===== config.mk =====
export PLATFORM = sky130hd
export DESIGN_NAME = spi_mem_bridge
export DESIGN_NICKNAME = d
export VERILOG_FILES = /design/src/rtl/spib_pkg.sv /design/src/rtl/spib_frame_dec.sv /design/src/rtl/spib_wr_path.sv /design/src/rtl/spib_rd_path.sv /design/src/rtl/spi_mem_bridge.sv
export SDC_FILE = /design/constraint.sdc
export NUM_CORES = 1
export LEC_CHECK = 0
export BUFFER_PORTS_ARGS = -buffer_cell sky130_fd_sc_hd__buf_4
export CAP_MARGIN = 20
export CORE_MARGIN = 2
export CORE_UTILIZATION = 61
export DETAILED_ROUTE_END_ITERATION = 6
export GPL_ROUTABILITY_DRIVEN = 0
export PLACE_DENSITY = 0.8
export SETUP_SLACK_MARGIN = 0.15
export SYNTH_ARGS = -nofsm -noshare
export SYNTH_HDL_FRONTEND = slang
export SYNTH_HIERARCHICAL = 1
export SYNTH_SLANG_ARGS = --single-unit

===== constraint.sdc =====
create_clock -name clk -period 4.2 [get_ports clk]
set_input_delay 0.42 -clock clk [delete_from_list [all_inputs] [get_ports clk]]
set_output_delay 0.42 -clock clk [all_outputs]
set_load 0.02 [all_outputs]

===== src/rtl/spib_pkg.sv =====
// Shared types and helpers for the SPI memory bridge target.
// Assumes: 32-bit addresses and a 32-bit little-endian memory port.
package spib_pkg;

    // Access width, encoded as bits [2:1] of the command byte.
    typedef enum logic [1:0] {
        K_HALF  = 2'd0,
        K_WORD  = 2'd1,
        K_BURST = 2'd2
    } xfer_kind_t;

    // Position inside a frame.
    typedef enum logic [2:0] {
        PH_CMD,
        PH_ADDR,
        PH_DUMMY,
        PH_DATA,
        PH_SKIP
    } phase_t;

    // Number of wire bytes that make up one data word of the given kind.
    function automatic logic [3:0] kind_bytes(input xfer_kind_t k);
        case (k)
            K_HALF:  return 4'd2;
            K_WORD:  return 4'd4;
            default: return 4'd8;
        endcase
    endfunction

    // Half-access window check: lo inclusive, hi exclusive.
    function automatic logic in_window(input logic [31:0] a,
                                       input logic [31:0] lo,
                                       input logic [31:0] hi);
        return (a >= lo) && (a < hi);
    endfunction

endpackage


===== src/rtl/spib_frame_dec.sv =====
// Frame decoder: parses the command byte and the address, skips the read
// filler bytes, and marks the data phase. It also counts data bytes so that
// double frames stop at BURST_MAX.
// Assumes: rx_valid is a single-cycle pulse and is only seen while frame_act is high.
module spib_frame_dec
    import spib_pkg::*;
#(
    parameter int BURST_MAX = 240
) (
    input  logic             clk,
    input  logic             rst_n,
    input  logic             frame_act,
    input  logic             rx_valid,
    input  logic [7:0]       rx_byte,
    output xfer_kind_t       kind,
    output logic             is_write,
    output logic [31:0]      base_addr,
    output logic             addr_done,
    output logic             cmd_start,
    output logic             in_data,
    output logic             data_ok,
    output logic             data_stb
);
    localparam int CNT_W = $clog2(BURST_MAX + 1);
    localparam logic [CNT_W-1:0] CNT_CAP = CNT_W'(BURST_MAX);
    localparam logic [7:0] CMD_LAST = 8'd5;

    phase_t           phase;
    logic [1:0]       cnt;
    logic [CNT_W-1:0] data_cnt;

    // Frame phase sequencing, command/address capture and data byte count.
    always_ff @(posedge clk) begin
        if (!rst_n) begin
            phase     <= PH_CMD;
            cnt       <= '0;
            data_cnt  <= '0;
            kind      <= K_HALF;
            is_write  <= 1'b0;
            base_addr <= '0;
            addr_done <= 1'b0;
            cmd_start <= 1'b0;
        end else if (!frame_act) begin
            phase     <= PH_CMD;
            cnt       <= '0;
            data_cnt  <= '0;
            addr_done <= 1'b0;
            cmd_start <= 1'b0;
        end else begin
            addr_done <= 1'b0;
            cmd_start <= 1'b0;
            if (rx_valid) begin
                case (phase)
                    PH_CMD: begin
                        if (rx_byte <= CMD_LAST) begin
                            kind      <= xfer_kind_t'(rx_byte[2:1]);
                            is_write  <= rx_byte[0];
                            phase     <= PH_ADDR;
                            cnt       <= '0;
                            cmd_start <= 1'b1;
                        end else begin
                            phase <= PH_SKIP;
                        end
                    end
                    PH_ADDR: begin
                        base_addr <= {base_addr[23:0], rx_byte};
                        cnt       <= cnt + 2'd1;
                        if (cnt == 2'd3) begin
                            addr_done <= 1'b1;
                            data_cnt  <= '0;
                            phase     <= is_write ? PH_DATA : PH_DUMMY;
                        end
                    end
                    PH_DUMMY: begin
                        cnt <= cnt + 2'd1;
                        if (cnt == 2'd3) phase <= PH_DATA;
                    end
                    PH_DATA: begin
                        if (data_cnt < CNT_CAP) data_cnt <= data_cnt + 1'b1;
                    end
                    default: ;
                endcase
            end
        end
    end

    // Data-phase qualifiers seen by both data paths.
    always_comb begin
        in_data  = frame_act && (phase == PH_DATA);
        data_ok  = !((kind == K_BURST) && (data_cnt == CNT_CAP));
        data_stb = in_data && rx_valid && data_ok;
    end

    // a closed frame never leaves the decoder in the data phase
    p_cmd_wait_r13: assert property (@(posedge clk) disable iff (!rst_n)
        !frame_act |=> !in_data);

endmodule


===== src/rtl/spib_wr_path.sv =====
// Write path: shifts incoming data bytes into a word, and once the word is
// complete turns it into one or two little-endian memory writes. The half
// window is checked at commit time. A word left incomplete at frame end is
// discarded.
// Assumes: data strobes are at least 2 cycles apart, so the second half of a
// double word has left before the next word can complete.
module spib_wr_path
    import spib_pkg::*;
#(
    parameter logic [31:0] WIN_LO = 32'h1802_0000,
    parameter logic [31:0] WIN_HI = 32'h1802_1000
) (
    input  logic        clk,
    input  logic        rst_n,
    input  logic        frame_act,
    input  logic        active,
    input  xfer_kind_t  kind,
    input  logic        addr_done,
    input  logic [31:0] base_addr,
    input  logic        data_stb,
    input  logic [7:0]  rx_byte,
    output logic        wr_req,
    output logic [31:0] wr_addr,
    output logic [3:0]  wr_be,
    output logic [31:0] wr_data,
    output logic        err_pulse
);
    logic [31:0] cur;
    logic [2:0]  pos;
    logic [55:0] sh;
    logic        hi_pend;
    logic [31:0] hi_addr;
    logic [31:0] hi_data;
    logic [63:0] full;
    logic [2:0]  last;
    logic [31:0] step;

    // Word assembled from the shifted bytes plus the byte now arriving.
    always_comb begin
        full = {sh, rx_byte};
        last = 3'(kind_bytes(kind) - 4'd1);
        step = 32'(kind_bytes(kind));
    end

    // Byte collection, word commit and the second beat of a double word.
    always_ff @(posedge clk) begin
        if (!rst_n) begin
            cur       <= '0;
            pos       <= '0;
            sh        <= '0;
            hi_pend   <= 1'b0;
            hi_addr   <= '0;
            hi_data   <= '0;
            wr_req    <= 1'b0;
            wr_addr   <= '0;
            wr_be     <= '0;
            wr_data   <= '0;
            err_pulse <= 1'b0;
        end else begin
            wr_req    <= 1'b0;
            err_pulse <= 1'b0;
            if (hi_pend) begin
                wr_req  <= 1'b1;
                wr_addr <= hi_addr;
                wr_be   <= 4'hF;
                wr_data <= hi_data;
                hi_pend <= 1'b0;
            end
            if (!frame_act) begin
                pos <= '0;
            end else if (addr_done && active) begin
                cur <= base_addr;
                pos <= '0;
            end else if (data_stb && active) begin
                sh <= full[55:0];
                if (pos == last) begin
                    pos <= '0;
                    cur <= cur + step;
                    case (kind)
                        K_HALF: begin
                            if (in_window(cur, WIN_LO, WIN_HI)) begin
                                wr_req  <= 1'b1;
                                wr_addr <= {cur[31:2], 2'b00};
                                wr_be   <= cur[1] ? 4'b1100 : 4'b0011;
                                wr_data <= {full[15:0], full[15:0]};
                            end else begin
                                err_pulse <= 1'b1;
                            end
                        end
                        K_WORD: begin
                            wr_req  <= 1'b1;
                            wr_addr <= {cur[31:2], 2'b00};
                            wr_be   <= 4'hF;
                            wr_data <= full[31:0];
                        end
                        default: begin
                            wr_req  <= 1'b1;
                            wr_addr <= {cur[31:2], 2'b00};
                            wr_be   <= 4'hF;
                            wr_data <= full[31:0];
                            hi_pend <= 1'b1;
                            hi_addr <= {cur[31:2], 2'b00} + 32'd4;
                            hi_data <= full[63:32];
                        end
                    endcase
                end else begin
                    pos <= pos + 3'd1;
                end
            end
        end
    end

    // a half write only ever enables one lane pair
    p_half_lanes_r5: assert property (@(posedge clk) disable iff (!rst_n)
        (wr_req && kind == K_HALF) |-> (wr_be == 4'b0011 || wr_be == 4'b1100));

    // no half write leaves the legal window
    p_half_window_r11: assert property (@(posedge clk) disable iff (!rst_n)
        (wr_req && kind == K_HALF) |-> in_window(wr_addr, WIN_LO, WIN_HI));

    // the low half of a double word is followed at once by the high half
    p_burst_pair_r6: assert property (@(posedge clk) disable iff (!rst_n)
        (wr_req && kind == K_BURST && !wr_addr[2]) |=> (wr_req && wr_addr[2]));

endmodule


===== src/rtl/spib_rd_path.sv =====
// Read path: fetches the memory word or words behind the current address into
// a 64-bit shift buffer, in wire order, and presents its top byte to the host.
// After the last byte of a word it advances the address and refetches.
// Assumes: memory data arrives the cycle after a read request, and data
// strobes are at least 5 cycles apart, so a fetch finishes in time.
module spib_rd_path
    import spib_pkg::*;
#(
    parameter logic [31:0] WIN_LO = 32'h1802_0000,
    parameter logic [31:0] WIN_HI = 32'h1802_1000
) (
    input  logic        clk,
    input  logic        rst_n,
    input  logic        frame_act,
    input  logic        active,
    input  xfer_kind_t  kind,
    input  logic        addr_done,
    input  logic [31:0] base_addr,
    input  logic        data_stb,
    input  logic [31:0] mem_rdata,
    output logic        rd_req,
    output logic [31:0] rd_addr,
    output logic [7:0]  rd_tx,
    output logic        err_pulse
);
    typedef enum logic [1:0] {F_IDLE, F_A, F_B, F_C} fetch_t;

    fetch_t      st;
    logic [31:0] cur;
    logic [2:0]  pos;
    logic [63:0] rbuf;
    logic [2:0]  last;
    logic [31:0] step;
    logic        blocked;

    // Per-word constants and the half-window block.
    always_comb begin
        last    = 3'(kind_bytes(kind) - 4'd1);
        step    = 32'(kind_bytes(kind));
        blocked = (kind == K_HALF) && !in_window(cur, WIN_LO, WIN_HI);
        rd_tx   = rbuf[63:56];
    end

    // Memory request: upper word of a double first, then the base word.
    always_comb begin
        rd_req  = active && frame_act &&
                  (((st == F_A) && !blocked) || ((st == F_B) && (kind == K_BURST)));
        rd_addr = ((st == F_A) && (kind == K_BURST)) ? ({cur[31:2], 2'b00} + 32'd4)
                                                     : {cur[31:2], 2'b00};
    end

    // Fetch sequencing and byte shifting toward the host.
    always_ff @(posedge clk) begin
        if (!rst_n) begin
            st        <= F_IDLE;
            cur       <= '0;
            pos       <= '0;
            rbuf      <= '0;
            err_pulse <= 1'b0;
        end else begin
            err_pulse <= 1'b0;
            if (!frame_act) begin
                st  <= F_IDLE;
                pos <= '0;
            end else if (addr_done && active) begin
                cur <= base_addr;
                pos <= '0;
                st  <= F_A;
            end else if (data_stb && active) begin
                rbuf <= {rbuf[55:0], 8'h00};
                if (pos == last) begin
                    pos <= '0;
                    cur <= cur + step;
                    st  <= F_A;
                end else begin
                    pos <= pos + 3'd1;
                end
            end else begin
                case (st)
                    F_A: begin
                        if (blocked) begin
                            rbuf      <= '0;
                            err_pulse <= 1'b1;
                            st        <= F_IDLE;
                        end else begin
                            st <= F_B;
                        end
                    end
                    F_B: begin
                        if (kind == K_BURST) begin
                            rbuf[63:32] <= mem_rdata;
                            st          <= F_C;
                        end else begin
                            if (kind == K_HALF)
                                rbuf[63:32] <= cur[1] ? {mem_rdata[31:16], 16'h0}
                                                      : {mem_rdata[15:0], 16'h0};
                            else
                                rbuf[63:32] <= mem_rdata;
                            st <= F_IDLE;
                        end
                    end
                    F_C: begin
                        rbuf[31:0] <= mem_rdata;
                        st         <= F_IDLE;
                    end
                    default: ;
                endcase
            end
        end
    end

    // a half read never reaches memory outside the window
    p_half_fetch_r11: assert property (@(posedge clk) disable iff (!rst_n)
        (rd_req && kind == K_HALF) |-> in_window(cur, WIN_LO, WIN_HI));

endmodule


===== src/rtl/spi_mem_bridge.sv =====
// SPI memory bridge target, top level. It joins the frame decoder with the
// write and read paths, shares the single memory port between them, gates the
// byte returned to the host, and keeps the half-window error flag.
// Assumes: only one direction is active per frame; see the path headers for timing.
module spi_mem_bridge
    import spib_pkg::*;
#(
    parameter int          BURST_MAX = 240,
    parameter logic [31:0] WIN_LO    = 32'h1802_0000,
    parameter logic [31:0] WIN_HI    = 32'h1802_1000
) (
    input  logic        clk,
    input  logic        rst_n,
    input  logic        frame_act,
    input  logic        rx_valid,
    input  logic [7:0]  rx_byte,
    output logic [7:0]  tx_byte,
    output logic        mem_req,
    output logic        mem_we,
    output logic [31:0] mem_addr,
    output logic [3:0]  mem_be,
    output logic [31:0] mem_wdata,
    input  logic [31:0] mem_rdata,
    output logic        win_err
);
    xfer_kind_t  kind;
    logic        is_write;
    logic [31:0] base_addr;
    logic        addr_done;
    logic        cmd_start;
    logic        in_data;
    logic        data_ok;
    logic        data_stb;
    logic        wr_req;
    logic [31:0] wr_addr;
    logic [3:0]  wr_be;
    logic [31:0] wr_data;
    logic        wr_err;
    logic        rd_req;
    logic [31:0] rd_addr;
    logic [7:0]  rd_tx;
    logic        rd_err;

    spib_frame_dec #(.BURST_MAX(BURST_MAX)) u_dec (
        .clk       (clk),
        .rst_n     (rst_n),
        .frame_act (frame_act),
        .rx_valid  (rx_valid),
        .rx_byte   (rx_byte),
        .kind      (kind),
        .is_write  (is_write),
        .base_addr (base_addr),
        .addr_done (addr_done),
        .cmd_start (cmd_start),
        .in_data   (in_data),
        .data_ok   (data_ok),
        .data_stb  (data_stb)
    );

    spib_wr_path #(.WIN_LO(WIN_LO), .WIN_HI(WIN_HI)) u_wr (
        .clk       (clk),
        .rst_n     (rst_n),
        .frame_act (frame_act),
        .active    (is_write),
        .kind      (kind),
        .addr_done (addr_done),
        .base_addr (base_addr),
        .data_stb  (data_stb),
        .rx_byte   (rx_byte),
        .wr_req    (wr_req),
        .wr_addr   (wr_addr),
        .wr_be     (wr_be),
        .wr_data   (wr_data),
        .err_pulse (wr_err)
    );

    spib_rd_path #(.WIN_LO(WIN_LO), .WIN_HI(WIN_HI)) u_rd (
        .clk       (clk),
        .rst_n     (rst_n),
        .frame_act (frame_act),
        .active    (!is_write),
        .kind      (kind),
        .addr_done (addr_done),
        .base_addr (base_addr),
        .data_stb  (data_stb),
        .mem_rdata (mem_rdata),
        .rd_req    (rd_req),
        .rd_addr   (rd_addr),
        .rd_tx     (rd_tx),
        .err_pulse (rd_err)
    );

    // Memory port sharing and host byte gating.
    always_comb begin
        mem_req   = wr_req || rd_req;
        mem_we    = wr_req;
        mem_addr  = wr_req ? wr_addr : rd_addr;
        mem_be    = wr_req ? wr_be : 4'hF;
        mem_wdata = wr_req ? wr_data : 32'h0;
        tx_byte   = (in_data && !is_write && data_ok) ? rd_tx : 8'h00;
    end

    // Sticky window error, cleared by each accepted command byte.
    always_ff @(posedge clk) begin
        if (!rst_n)                 win_err <= 1'b0;
        else if (cmd_start)         win_err <= 1'b0;
        else if (wr_err || rd_err)  win_err <= 1'b1;
    end

    // the two paths never drive the memory port in the same cycle
    p_one_port_r4: assert property (@(posedge clk) disable iff (!rst_n)
        !(wr_req && rd_req));

    // an accepted command leaves the error flag clear
    p_err_clear_r12: assert property (@(posedge clk) disable iff (!rst_n)
        cmd_start |=> !win_err);

endmodule


# Yosys cells after proc, flatten, opt, wreduce, memory -nomap -nowiden
# Index checks and enable logic that the tools add are counted.
dict set report totals {
  mem_bits_ro 0
  word_cells 203
  inputBits 44
  reg_bits 379
  latchBits 0
  memories 0
  ram_bits 0
}
dict set report classes {
  addsub 9
  n_shift 0
  reduce_logical 62
  order_cmp 6
  n_mul 0
  div_mod_pow 0
  eq_ne 19
  n_mux 71
  n_bitwise 9
}
# op count
set op_table {}
lappend op_table {{32-bit two-way mux} 26}
lappend op_table {{64-bit two-way mux} 2}
lappend op_table {{32-bit case mux with 2 select lines} 2}
lappend op_table {{32-bit by 3-bit adder with 32-bit output (second input constant)} 2}
lappend op_table {{32-bit by 4-bit adder with 32-bit output} 2}
lappend op_table {{32-bit by 29-bit greater-or-equal comparator with 1-bit output (second input constant)} 2}
lappend op_table {{32-bit by 29-bit less-than comparator with 1-bit output (second input constant)} 2}
lappend op_table {{4-bit two-way mux} 9}
lappend op_table {{4-bit AND reduction} 7}
lappend op_table {{8-bit two-way mux} 3}
lappend op_table {{1-bit logical AND} 18}
lappend op_table {{8-bit case mux with 2 select lines} 1}
lappend op_table {{3-bit two-way mux} 5}
lappend op_table {{3-bit AND reduction} 5}
lappend op_table {{1-bit two-way mux} 14}
lappend op_table {{2-bit nonzero test} 6}
lappend op_table {{2-bit two-way mux} 5}
lappend op_table {{5-bit OR reduction} 2}
lappend op_table {{1-bit NOT} 9}
lappend op_table {{3-bit case mux with 3 select lines} 1}
lappend op_table {{3-bit nonzero test} 3}
lappend op_table {{8-bit by 1-bit adder with 8-bit output (second input constant)} 1}
lappend op_table {{2-bit == test (second input constant)} 4}
lappend op_table {{8-bit == test (second input constant)} 1}
lappend op_table {{other kinds (26)} 44}

# Logic depth before layout (Yosys ltp)
dict set report logic_depth {
  word_depth 9
  ltp_mapped 13
  mapped_depth_nobuf 10
}

# Hierarchy
# Netlist, hierarchy kept.
# mod cells_per_inst instances area_per_inst_um2 seq_area_each_um2
set by_module_without_submodules {}
lappend by_module_without_submodules {spib_wr_path 1274 1 10299.9 4464.3}
lappend by_module_without_submodules {spib_rd_path 825 1 6550.0 2021.9}
lappend by_module_without_submodules {spib_frame_dec 247 1 2005.7 1001.0}
lappend by_module_without_submodules {spi_mem_bridge 90 1 908.4 20.0}

# Least setup slack after synthesis
# OpenSTA, ideal clock, no wires.
dict set report synth_timing {
  kind {flip-flop to flip-flop}
  from {reg u_dec.kind[1]}
  to {reg u_wr.cur[31]}
  arrival_ns 3.470
  path_slack_ns 0.655
  path_stages_with_launch 14
  t_required_ns 4.125
  setup_ns 0.075
  path_cell_list {dfxtp_1 buf_2 or2_2 clkbuf_1 inv_2 clkbuf_1 ha_1 inv_1 fa_1 nand2b_1 a2111oi_0 nand2_1 o31a_1 o22ai_1}
}
dict set report synth_via {
  elab_chain_len 7
}
# item line_no
set synth_rtl {}
lappend synth_rtl {{start, declared} spib_frame_dec.sv:15} ;# output xfer_kind_t kind,
lappend synth_rtl {{start signal, assigned} spib_frame_dec.sv:56} ;# kind <= xfer_kind_t'(rx_byte[2:1]);
lappend synth_rtl {{parallel branches: the longest is 7 deep, another holds 32-bit by 4-bit adder with 32-bit output} -}
lappend synth_rtl {{end signal, assigned} spib_wr_path.sv:72} ;# cur <= base_addr;
lappend synth_rtl {{end signal, assigned} spib_wr_path.sv:78} ;# cur <= cur + step;
lappend synth_rtl {{end, declared} spib_wr_path.sv:28} ;# logic [31:0] cur;
# Parallel ways; which one is timed is not known. The select of a mux whose other input is x is not followed.
# A chain may end at the register's enable or synchronous reset.

# Final worst setup path
dict set report layout_timing {
  from {reg u_rd.st[0]}
  to {out mem_addr[20]}
}
dict set report layout_via {
  elab_chain_len 4
}
# item line_no
set layout_rtl {}
lappend layout_rtl {{start, declared} spib_rd_path.sv:28} ;# fetch_t st;
lappend layout_rtl {{start signal, assigned} spib_rd_path.sv:55} ;# st <= F_IDLE;
lappend layout_rtl {{start signal, assigned} spib_rd_path.sv:63} ;# st <= F_IDLE;
lappend layout_rtl {{start signal, assigned} spib_rd_path.sv:68} ;# st <= F_A;
lappend layout_rtl {{2-bit by 1-bit == test with 1-bit output} spib_rd_path.sv:48} ;# rd_addr = ((st == F_A) && (kind == K_BURST)) ? ({cur[31:2], 2'b00} + 32'd4)
lappend layout_rtl {{1-bit logical AND} spib_rd_path.sv:48}
lappend layout_rtl {{32-bit two-way mux} spib_rd_path.sv:48}
lappend layout_rtl {{net rd_addr[20]} spi_mem_bridge.sv:40} ;# logic [31:0] rd_addr;
lappend layout_rtl {{32-bit two-way mux} spi_mem_bridge.sv:97} ;# mem_addr = wr_req ? wr_addr : rd_addr;
lappend layout_rtl {{end, declared} spi_mem_bridge.sv:20} ;# output logic [31:0] mem_addr,
# The timed path passes the listed nets, and every way through them passes these cells.

==> results.yml <==
cts:
  cts_tree: "built"
  clock_tree.htree_level_count: 2
  cts.reportedPaths.clkPinSlew_ns: 0.06
  buffer_levels_on_the_longest_clock_path: 3
  cts_hold_repair.buffers: 0
  clock-sinks: 375
  post-cts-setup-buffer-count: 0
  clock_tree.root_cell: "clkbuf_16"
  cts_buffers: 40
  cts_resized: 0
  worstSkewPairLatency_ns: 0.56
pwr:
  power.switching_fraction: 0.226
  power-per-cell-area_nw_per_um2: 335
  p_int_mw: 5.66
  power_mw: 7.31
  clkPwrFrac: 0.484
  p_sw_mw: 1.65
  portion_of_total_power_attributed_to_combinational_logic: 0.029
  irDropWorstVdd_v: 0.000258
  share_seq_of_total_power: 0.487
  power.static_leakage_nw: 7.70
route:
  drt_iter0_markers: 2690
  detail_route.vias_per_cell: 6.66
  antenna_violating_nets_post_route: 0
  drcViolationCount: 0
  finalWirelength_um: 59200
  detailroute.via_count: 18922
  first_pass_detailed_route_iteration_total: 6
  detail_route.wl_per_cell_um: 20.9
worst_setup_path:
  path_class: "reg -> out"
  max_stage_delay_ns: 0.88
  cp_max_fo: 9
  rrSetupSlack_ns: 0.57
  crit_path_cell_trace: "ha_1 -> nand4b_1 -> nor4_2 -> nand2_1 -> xnor2_1 -> mux2_4 -> buf_4"
  r2r.worst_path.cells: 9
  endpoint_kind: "output pin"
  critical_path.startpoint_type: "register"
  crit-reg2reg-capture: "u_rd/rbuf[63]"
  worst_ep_arrival_time_ns: 3.50
  crit_buf_inv: 1
  worst_path_max_delay_cell: "nor4_2"
  regToRegStartpoint: "u_dec/phase[1]"
  critPathTopFamily: "simple AND/OR/NAND/NOR gates"
  req_time_crit_path_ns: 3.78
synth:
  synth_top_area_frac: 0.380
  mappedNetlistArea_um2: 19800
  synth-edff-count: 0
  synth.cells.most_frequent: "nand2_1, dfxtp_1, a21oi_1"
  synth_most_common_cell: "nand2_1"
  synth-warning-count: 6
  synth_top_flop_cell: "dfxtp_1"
  yosys-top-cells-area: "dfxtp_1, nand2_1, a21oi_1, mux2i_1, nor2_1"
  post-synth-top-area-cell: "dfxtp_1"
  syn-mean-instance-area_um2: 8.11
  number_of_cells_produced_by_synthesis: 2436
  flop_and_latch_count_out_of_synthesis: 375
  async_flop_share: 0
  synth.yosys.seq_area_share: 0.380
  synth.distinct_cells: 95
timing:
  finalClockSkew_ns: 0.0255
  timing_worst_slew_pin_value_ns: 1.08
  grt_setup_unrepaired: "false"
  max_clock_freq_ghz: 0.255
  final-setup-viol-count: 0
  worst_slack_ns: 0.285
  slew_violations: 0
  min_period_ns: 3.92
  final.period_utilization: 0.932
  fin_tns_setup_ns: 0
  worst_slew_margin_relative_to_its_limit: 0.277
  finalHoldViolations: 0
grt:
  grt_max_degree: 106
  grt-ovfl-total: 0
  grt_antenna_before_repair: 1
  grt_first_pass_wirelength_um: 93400
  first_global_vias: 17153
  grtUsageTotal: 0.341
floorplanning:
  dieArea_um2: 33900
  io-pin-count: 123
  floorplan.core_area_um2: 31700
  die_height_um: 184
  rows: 65
  initial_core_util: 0.623
  chipWidth_um: 184
cells_and_area:
  drive_gt1_frac: 0.138
  syn2layout_area_growth_pct: 10.6
  finish.instance_area_um2: 21800
  final_net_count: 2475
  fillers: 2581
run_status:
  run_status: "completed"
hold_path:
  min_path_cells: 2
  worst_hold_path_type: "in -> reg"
  worstHoldStart: "mem_rdata[3]"
  destination_of_the_worst_hold_path: "u_rd/rbuf[3]"
placement:
  post-place-ws_ns: 0.703
  dp.final_hpwl_um: 39200
  dpl-instance-area_um2: 20500
  placement.io_buffers: 122
job:
  drv.max_cap_violation_count: 0
[how the worst max path moves through the flow]
stage,slack [ns],start,to,cells after the start
after floorplan,0.65,u_dec/kind[1],u_wr/cur[31],13
after global placement,0.84,u_dec/phase[1],u_wr/cur[20],9
after detailed placement,0.70,u_dec/phase[1],u_rd/rbuf[53],9
after CTS,0.33,u_rd/st[0],mem_addr[20],7
after global routing,0.15,u_rd/st[0],mem_addr[30],7
final,0.28,u_rd/st[0],mem_addr[20],7
[flip-flops by register name, indices dropped and copies added, names as in the netlist, 3 cells and up]
name and count:
u_wr/wr_addr 32, u_rd/rbuf 64, u_dec/data_cnt 8, u_wr/sh 56, u_wr/wr_be 4, u_wr/cur 31, u_rd/cur 31, u_dec/phase 3
u_wr/wr_data 32, u_wr/hi_data 32, u_rd/pos 3, u_wr/hi_addr 30, u_dec/base_addr 32, u_wr/pos 3
[layer usage]
layer / vias to the layer above / part of all wire / track usage
li1: 8702 / - / -
met1: 8962 / 0.42 / 0.484
met2: 1093 / 0.44 / 0.520
met3: 163 / 0.11 / 0.0646
met4: 2 / 0.030 / 0.116
met5: - / 0.00014 / 0
[cells in the final DEF (no fill, tap or decap), drive strengths merged, types with 9 or more instances in the layout]
cell type / synthesis / final
and3: 17 / 17
a311oi: 21 / 21
nor2: 170 / 170
o22ai: 18 / 18
nor3: 71 / 71
a22oi: 22 / 22
mux2i: 68 / 68
a221oi: 50 / 50
buf: 86 / 163
nor2b: 20 / 20
nor4: 26 / 26
a31oi: 11 / 11
o31ai: 12 / 12
o221a: 36 / 36
dfxtp: 375 / 375
and2: 57 / 57
ha: 18 / 18
clkbuf: 145 / 56
o21ai: 96 / 96
or3: 9 / 9
o211ai: 24 / 24
nand2b: 10 / 10
o21a: 10 / 10
a21oi: 207 / 207
nand4: 40 / 40
inv: 38 / 41
nand3: 53 / 53
mux2: 33 / 33
a211oi: 39 / 39
xor2: 24 / 24
nand2: 441 / 441
xnor2: 40 / 40
o2111a: 24 / 24
[logic make-up after synthesis]
| group | count (synthesis) | share of synthesized area |
|---|---|---|
| other | 1 | 0.000190 |
| muxes | 101 | 0.0593 |
| DFF | 375 | 0.380 |
| AOI/OAI and AO/OA | 647 | 0.230 |
| buffers and inverters | 269 | 0.0613 |
| and+or+nand+nor | 959 | 0.228 |
| xor gates and xnor gates | 64 | 0.0284 |
| adders and majority gates | 20 | 0.0134 |
[area by class of cell]
type                       instances  area [µm²]  area share
antenna                            1        2.50    0.000115
clock buffer                      56        1140      0.0522
clock inverter                    12         169     0.00773
inverter                          38         145     0.00664
multi-input combinational       1793       11100       0.509
sequential                       375        7510       0.344
tap                              402         503      0.0230
timing repair buffer             163        1260      0.0575
[metrics by stage]
step | cells | hold WS (ns) | utilization
detailed placement | 2770 | 0.406 | 0.647
floorplan | 2437 | 0.373 | -
finish | 2840 | 0.120 | 0.689
CTS | 2838 | 0.0957 | 0.688
global placement | 2770 | 0.377 | 0.647
global route | 2839 | 0.121 | 0.689
[power groups by stage]
| stage | clock, mW | combinational [mW] | sequential [mW] |
|---|---|---|---|
| 2_1_floorplan | 0 | 0.122 | 3.64 |
| 3_3_place_gp | 0 | 0.204 | 3.64 |
| 3_5_place_dp | 0 | 0.207 | 3.64 |
| 4_1_cts | 3.56 | 0.208 | 3.56 |
| 5_1_grt | 3.70 | 0.227 | 3.56 |
| 6_report | 3.54 | 0.213 | 3.56 |
No activity file was read; power rests on OpenSTA's default activity.
